### config.mk
export PLATFORM = sky130hd
export DESIGN_NAME = mbit_sampler
export DESIGN_NICKNAME = d
export VERILOG_FILES = /design/src/rtl/sampler_pkg.sv /design/src/rtl/sampler_sync.sv /design/src/rtl/sampler_edge.sv /design/src/rtl/sampler_delay.sv /design/src/rtl/mbit_sampler.sv
export SDC_FILE = /design/constraint.sdc
export NUM_CORES = 1
export LEC_CHECK = 0
export CAP_MARGIN = 20
export CELL_PAD_IN_SITES_DETAIL_PLACEMENT = 1
export CELL_PAD_IN_SITES_GLOBAL_PLACEMENT = 1
export CORE_MARGIN = 2
export CORE_UTILIZATION = 38
export DETAILED_ROUTE_END_ITERATION = 12
export MAX_ROUTING_LAYER = met4
export PLACE_DENSITY = 0.67
export SETUP_SLACK_MARGIN = 0.02
export SLEW_MARGIN = 20
export SYNTH_ARGS = -nofsm -noshare
export SYNTH_HDL_FRONTEND = slang
export SYNTH_HIERARCHICAL = 1
export SYNTH_SLANG_ARGS = --single-unit
### constraint.sdc
create_clock -name clk -period 1.5 [get_ports clk]
set_input_delay 0.225 -clock clk [delete_from_list [all_inputs] [get_ports clk]]
set_output_delay 0.225 -clock clk [all_outputs]
set_load 0.02 [all_outputs]
### src/rtl/sampler_pkg.sv
package sampler_pkg;

  // Sampler phase: waiting for a transition, or timing the lock-out window
  typedef enum logic {
    PH_ARMED  = 1'b0,
    PH_TIMING = 1'b1
  } phase_t;

  // Counter width that can hold values 0 .. n-1 (at least one bit)
  function automatic int count_width(input int n);
    return (n <= 2) ? 1 : $clog2(n);
  endfunction

endpackage

### src/rtl/sampler_sync.sv
module sampler_sync #(
  parameter int STAGES = 2
) (
  input  logic clk,
  input  logic rst,
  input  logic d,
  output logic q
);

  logic [STAGES-1:0] chain;

  generate
    for (genvar s = 0; s < STAGES; s++) begin : g_stage
      if (s == 0) begin : g_first
        always_ff @(posedge clk) begin
          if (rst) chain[0] <= 1'b0;
          else     chain[0] <= d;
        end
      end else begin : g_next
        always_ff @(posedge clk) begin
          if (rst) chain[s] <= 1'b0;
          else     chain[s] <= chain[s-1];
        end
      end
    end
  endgenerate

  assign q = chain[STAGES-1];

endmodule

### src/rtl/sampler_edge.sv
module sampler_edge (
  input  logic clk,
  input  logic rst,
  input  logic level,
  input  logic enable,
  output logic level_prev,
  output logic edge_hit
);

  // History follows the line on every cycle, so only transitions that
  // happen while enabled are reported.
  always_ff @(posedge clk) begin
    if (rst) level_prev <= 1'b0;
    else     level_prev <= level;
  end

  assign edge_hit = enable & (level ^ level_prev);

endmodule

### src/rtl/sampler_delay.sv
module sampler_delay
  import sampler_pkg::*;
#(
  parameter int DELAY_CYCLES = 3072,
  parameter int CNT_W        = 12
) (
  input  logic             clk,
  input  logic             rst,
  input  logic             start,
  output logic             busy,
  output logic             expire,
  output logic [CNT_W-1:0] count
);

  localparam logic [CNT_W-1:0] LAST = CNT_W'(DELAY_CYCLES - 1);

  phase_t phase;

  always_ff @(posedge clk) begin
    if (rst) begin
      phase <= PH_ARMED;
      count <= '0;
    end else begin
      case (phase)
        PH_ARMED: begin
          count <= '0;
          if (start) phase <= PH_TIMING;
        end
        PH_TIMING: begin
          if (count == LAST) begin
            phase <= PH_ARMED;
            count <= '0;
          end else begin
            count <= count + 1'b1;
          end
        end
        default: begin
          phase <= PH_ARMED;
          count <= '0;
        end
      endcase
    end
  end

  assign busy   = (phase == PH_TIMING);
  assign expire = busy && (count == LAST);

endmodule

### src/rtl/mbit_sampler.sv
module mbit_sampler
  import sampler_pkg::*;
#(
  parameter int DELAY_CYCLES = 3072,
  parameter int SYNC_STAGES  = 2
) (
  input  logic clk,
  input  logic rst,
  input  logic line_in,
  output logic bit_out,
  output logic bit_valid
);

  localparam int CNT_W = count_width(DELAY_CYCLES);

  logic             line_sync;
  logic             line_prev;
  logic             edge_hit;
  logic             busy;
  logic             expire;
  logic [CNT_W-1:0] tcount;

  sampler_sync #(
    .STAGES(SYNC_STAGES)
  ) u_sync (
    .clk (clk),
    .rst (rst),
    .d   (line_in),
    .q   (line_sync)
  );

  sampler_edge u_edge (
    .clk        (clk),
    .rst        (rst),
    .level      (line_sync),
    .enable     (~busy),
    .level_prev (line_prev),
    .edge_hit   (edge_hit)
  );

  sampler_delay #(
    .DELAY_CYCLES (DELAY_CYCLES),
    .CNT_W        (CNT_W)
  ) u_delay (
    .clk    (clk),
    .rst    (rst),
    .start  (edge_hit),
    .busy   (busy),
    .expire (expire),
    .count  (tcount)
  );

  always_ff @(posedge clk) begin
    if (rst) begin
      bit_out   <= 1'b0;
      bit_valid <= 1'b0;
    end else begin
      bit_valid <= expire;
      if (expire) bit_out <= line_sync;
    end
  end

endmodule

* Yosys cells after proc, flatten, opt, wreduce, memory -nomap -nowiden
Index checks and enable logic that the tools add are counted.
** Storage, ports and cells
- Flip-flop bits (word level) :: 18
- Output and inout bits :: 2
- Logic and storage cells :: 18
** Operators by class
- Mux-type cells :: 5
- Bitwise operators :: 3
- Add/sub/neg operators :: 1
- Reductions and logical operators :: 1
- Eq/ne operators :: 1
** Operators with widths (count)
- $pmux W12 S2 :: 1
- $add A12 B1 Y12 const B :: 1
- $eq A12 B12 Y1 const B :: 1
- $mux W12 :: 1
- $mux W1 :: 2
- $pmux W1 S2 :: 1
- $and A1 B1 Y1 :: 1
- $logic_and A1 B1 Y1 :: 1
- $not A1 Y1 :: 1
- $xor A1 B1 Y1 :: 1

* Depth between registers and ports, before layout
Gate-level depths: netlist of run 1.
- Depth after elaboration :: 4
- Mapped depth :: 5
- Gate-level depth less buffers :: 5

* Hierarchy
Netlist of run 1, hierarchy kept.
** By module, submodules not included
- sampler_delay :: area an instance 630.6 um^2, cells an instance 68, instances 1, sequential area each 260.2 um^2
- mbit_sampler :: area an instance 63.8 um^2, cells an instance 6, instances 1, sequential area each 40.0 um^2
- sampler_sync :: area an instance 52.6 um^2, cells an instance 4, instances 1, sequential area each 40.0 um^2
- sampler_edge :: area an instance 41.3 um^2, cells an instance 4, instances 1, sequential area each 20.0 um^2

* Least setup slack after synthesis of run 1
OpenSTA, ideal clock, no wires.
- Path kind :: register to register
- Start :: reg u_delay.count[0]
- End :: reg bit_out
- Arrival :: 1.479 ns
- Setup time :: 0.114 ns
- Clock period less this slack :: 1.593 ns
- Stages on the path, launching flop included :: 6
- Path slack :: -0.093 ns
- Buffers on the path :: 0
- Cell sequence :: dfxtp_1 -> ha_1 -> nand4_4 -> nor4_1 -> mux2i_1 -> nor2_1
** Between the ends
- Word-level cells in the longest chain between the ends :: 2
** RTL lines
- from (decl) :: RTL line sampler_delay.sv:12 : output logic [CNT_W-1:0] count
- from (signal assigned) :: RTL line sampler_delay.sv:34 : count <= count + 1'b1;
- $eq A12 B12 Y1 :: RTL line sampler_delay.sv:46 : assign expire = busy && (count == LAST);
- $logic_and A1 B1 Y1 :: RTL line sampler_delay.sv:46
- named net expire :: RTL line mbit_sampler.sv:20 : logic expire;
- to (signal assigned) :: RTL line mbit_sampler.sv:59 : if (expire) bit_out <= line_sync;
- to (decl) :: RTL line mbit_sampler.sv:10 : output logic bit_out,
The timed path passes the listed nets, and every way through them passes these cells.
A chain may end at the register's enable or synchronous reset.

* Final worst setup path of run 1
- Start :: reg u_delay.count[1]
- End :: reg u_delay.count[10]
** Between the ends
- Word-level cells in the longest chain between the ends :: 3
** RTL lines
- $add A12 B1 Y12 or $eq A12 B12 Y1 (tied branches) :: RTL line sampler_delay.sv:34, sampler_delay.sv:30
- $mux W12 * :: RTL line sampler_delay.sv:30 : if (count == LAST) begin
- $pmux W12 S2 * :: RTL line sampler_delay.sv:24 : case (phase)
Every way passes the cells marked *; elsewhere a longest branch is shown, timed or not.

==> results.json, run 1 <==
{
  "clk_pin_slew_ps": 100,
  "hpwlAfterDp_mm": 1.39,
  "die-area_um2": 2450,
  "ys.flop_type": "dfxtp_1",
  "ys_types": 32,
  "crit_required_ps": 1690,
  "initialDrtViolationCount": 7,
  "overflow": 0,
  "worstSetupPathType": "reg2reg",
  "critPathArrivalTime_ps": 1590,
  "initial_utilization": 0.402,
  "use_met2": 0.307,
  "nFillCells": 247,
  "drtPass1Iterations": 4,
  "grt_pass1_wl_mm": 3.18,
  "hold_viol_final": 0,
  "end_kind": "flip-flop",
  "period_needed_ps": 1400,
  "final.period_utilization": 0.931,
  "max_slew_margin": 0.785,
  "grt_pass1_vias": 703,
  "synth_nets": 86,
  "multiInputGateArea_um2": 442,
  "startpoint_type": "flip-flop",
  "leakage_nw": 0.396,
  "insertion_delay_ps": 300,
  "clock-sinks": 18,
  "peakVddDrop_uv": 532,
  "cts_buffers": 3,
  "ys.warnings.count": 6,
  "worst_slew_pin_slew_ps": 319,
  "globalRouteMet3Util": 0.0364,
  "power_density_nw_per_um2": 809,
  "drive_gt1_frac": 0.267,
  "grt_max_degree": 11,
  "final_nets": 106,
  "core_um2": 1960,
  "fp-row-count": 16,
  "rsz0062_at_grt": "false",
  "skew_ps": 8.53,
  "gp_congestion": 0.731,
  "drv_slew": 0,
  "ctsHoldBuffers": 0,
  "setup-tns-final_ps": 0,
  "n_antenna_cell": 0,
  "syn_area_um2": 788,
  "synth_cells": 82,
  "ant_nets": 0,
  "die_height_um": 49.5,
  "finalSetupViolCount": 0,
  "die_w_um": 49.5,
  "antenna_found_initial": 0,
  "postSynthAreaPerCell_um2": 9.61,
  "async_reset_ff_frac": 0,
  "htreeDepth": 1,
  "worstPathMaxFanout": 6,
  "drv_cap": 0,
  "drc": 0,
  "ys_ff_latch": 18,
  "vias": 665,
  "grtUsageTotal": 0.178,
  "viasPerCell": 5.20,
  "grt_busiest_layer": "met2",
  "synth_seq_area_share": 0.457,
  "seqCellArea_um2": 367,
  "holdCritPathClass": "in2reg",
  "met1_usage": 0.197,
  "routed_wl_mm": 1.81,
  "status": "finished clean",
  "wl_per_cell_um": 14.1,
  "fmax_ghz": 0.716,
  "portBuffers": 4,
  "cts.path.max_buffers": 2,
  "syn_to_final_growth_pct": 30.0,
  "synth_edf_count": 0,
  "p_total_uw": 829,
  "cts_tree": "built",
  "cts-root-buf": "clkbuf_4",
  "ios": 5
}
per-stage QoR:
step	cells	util	worst slack [ps]	hold slack, ps	instance area (µm²)
5_1_grt	128	0.522	26.1	476	1020
2_1_floorplan	82	-	52.1	297	807
3_3_place_gp	123	0.487	83.2	430	956
3_5_place_dp	123	0.487	50.4	489	956
4_1_cts	127	0.506	14.5	473	992
6_report	128	0.522	103	483	1020
cells by family after synthesis:
kind of cell / Yosys count / synth area share
mux: 1 / 0.0127
simple gates: 37 / 0.289
compound gates: 16 / 0.157
xor+xnor: 4 / 0.0445
buf+inv: 5 / 0.0238
fa+ha+maj: 1 / 0.0159
flops: 18 / 0.457
final timing paths:
path / start / endpoint / slack [ps] / depth (start not counted)
setup / recovery: u_delay/count[1] / u_delay/count[10] / 100 / 4
hold / removal: line_in / u_sync/chain[0] / 480 / 2
setup reg to reg: u_delay/count[1] / u_delay/count[10] / 100 / 4
hold reg to reg: u_sync/chain[0] / u_sync/q / 490 / 1
area by class of cell:
type / count / area share
Sequential cell: 18 / 0.358
Tap cell: 27 / 0.0330
Multi-Input combinational cell: 59 / 0.431
Clock buffer: 4 / 0.0354
Timing Repair Buffer: 15 / 0.125
Inverter: 5 / 0.0183
state kept, by name (all words and copies together), names as in the netlist:
name / flops
u_sync/chain: 1
u_delay/count: 12
u_edge/level_prev: 1
bit_valid: 1
bit_out: 1
u_sync/q: 1
u_delay/busy: 1
worst max-delay path: stages, from the launching register on:
cell     delay, ps
dfxtp_2        370
ha_4           160
nand4_4        130
or3_1          400
a32o_1         250
metal layers:
| metal | share of wire | wire [µm] |
|---|---|---|
| met5 | 0 | 0 |
| met4 | 0.0066 | 12 |
| met3 | 0.014 | 25 |
| met2 | 0.55 | 988 |
| met1 | 0.43 | 784 |
cell usage in the layout (no fill, tap or decap), types with 2 or more instances in the layout:
cell type        synthesis  layout
dfxtp_1                 18      13
buf_4                    0      11
nor2_1                   8       8
nor2b_1                  6       6
inv_1                    5       5
dfxtp_2                  0       5
a21oi_1                  4       4
clkbuf_4                 0       3
nand2_1                  3       3
or3_1                    3       3
nand3_1                  4       3
o21ai_0                  3       3
xor2_1                   3       3
clkdlybuf4s50_1          0       2
dlymetal6s2s_1           0       2
nand4b_1                 2       2
nor3_1                   2       2
report_power, final:
part / internal (mW) / leakage (nW) / switching, mW
registers: 0.485 / 0.148 / 0.00599
clock network: 0.148 / 0.0210 / 0.156
logic: 0.0186 / 0.227 / 0.0166
cells in the mapped netlist, types with 2 or more instances:
cell type  count  area share
o21ai_0        3       0.019
nor4_1         2       0.016
nand3_1        4       0.025
nor3_1         2       0.013
nand2_1        3       0.014
nand4b_1       2       0.022
nor2b_1        6       0.048
a21oi_1        4       0.025
nor2_1         8       0.038
or3_1          3       0.024
dfxtp_1       18        0.46
xor2_1         3       0.033
inv_1          5       0.024
repair_timing:
action	4_1_cts	5_1_grt
pin swaps	0	2
buffers inserted	0	1
endpoints found under the setup margin	1	11
resized for setup	0	9
Note: power is estimated with default switching activity, not from simulation.
==> inputs of run 2 (changes only) <==
Settings changed: CAP_MARGIN 20 to 15.
==> results of run 2 <==
The final DEF is identical to that of run 1; final timing and power are the same.
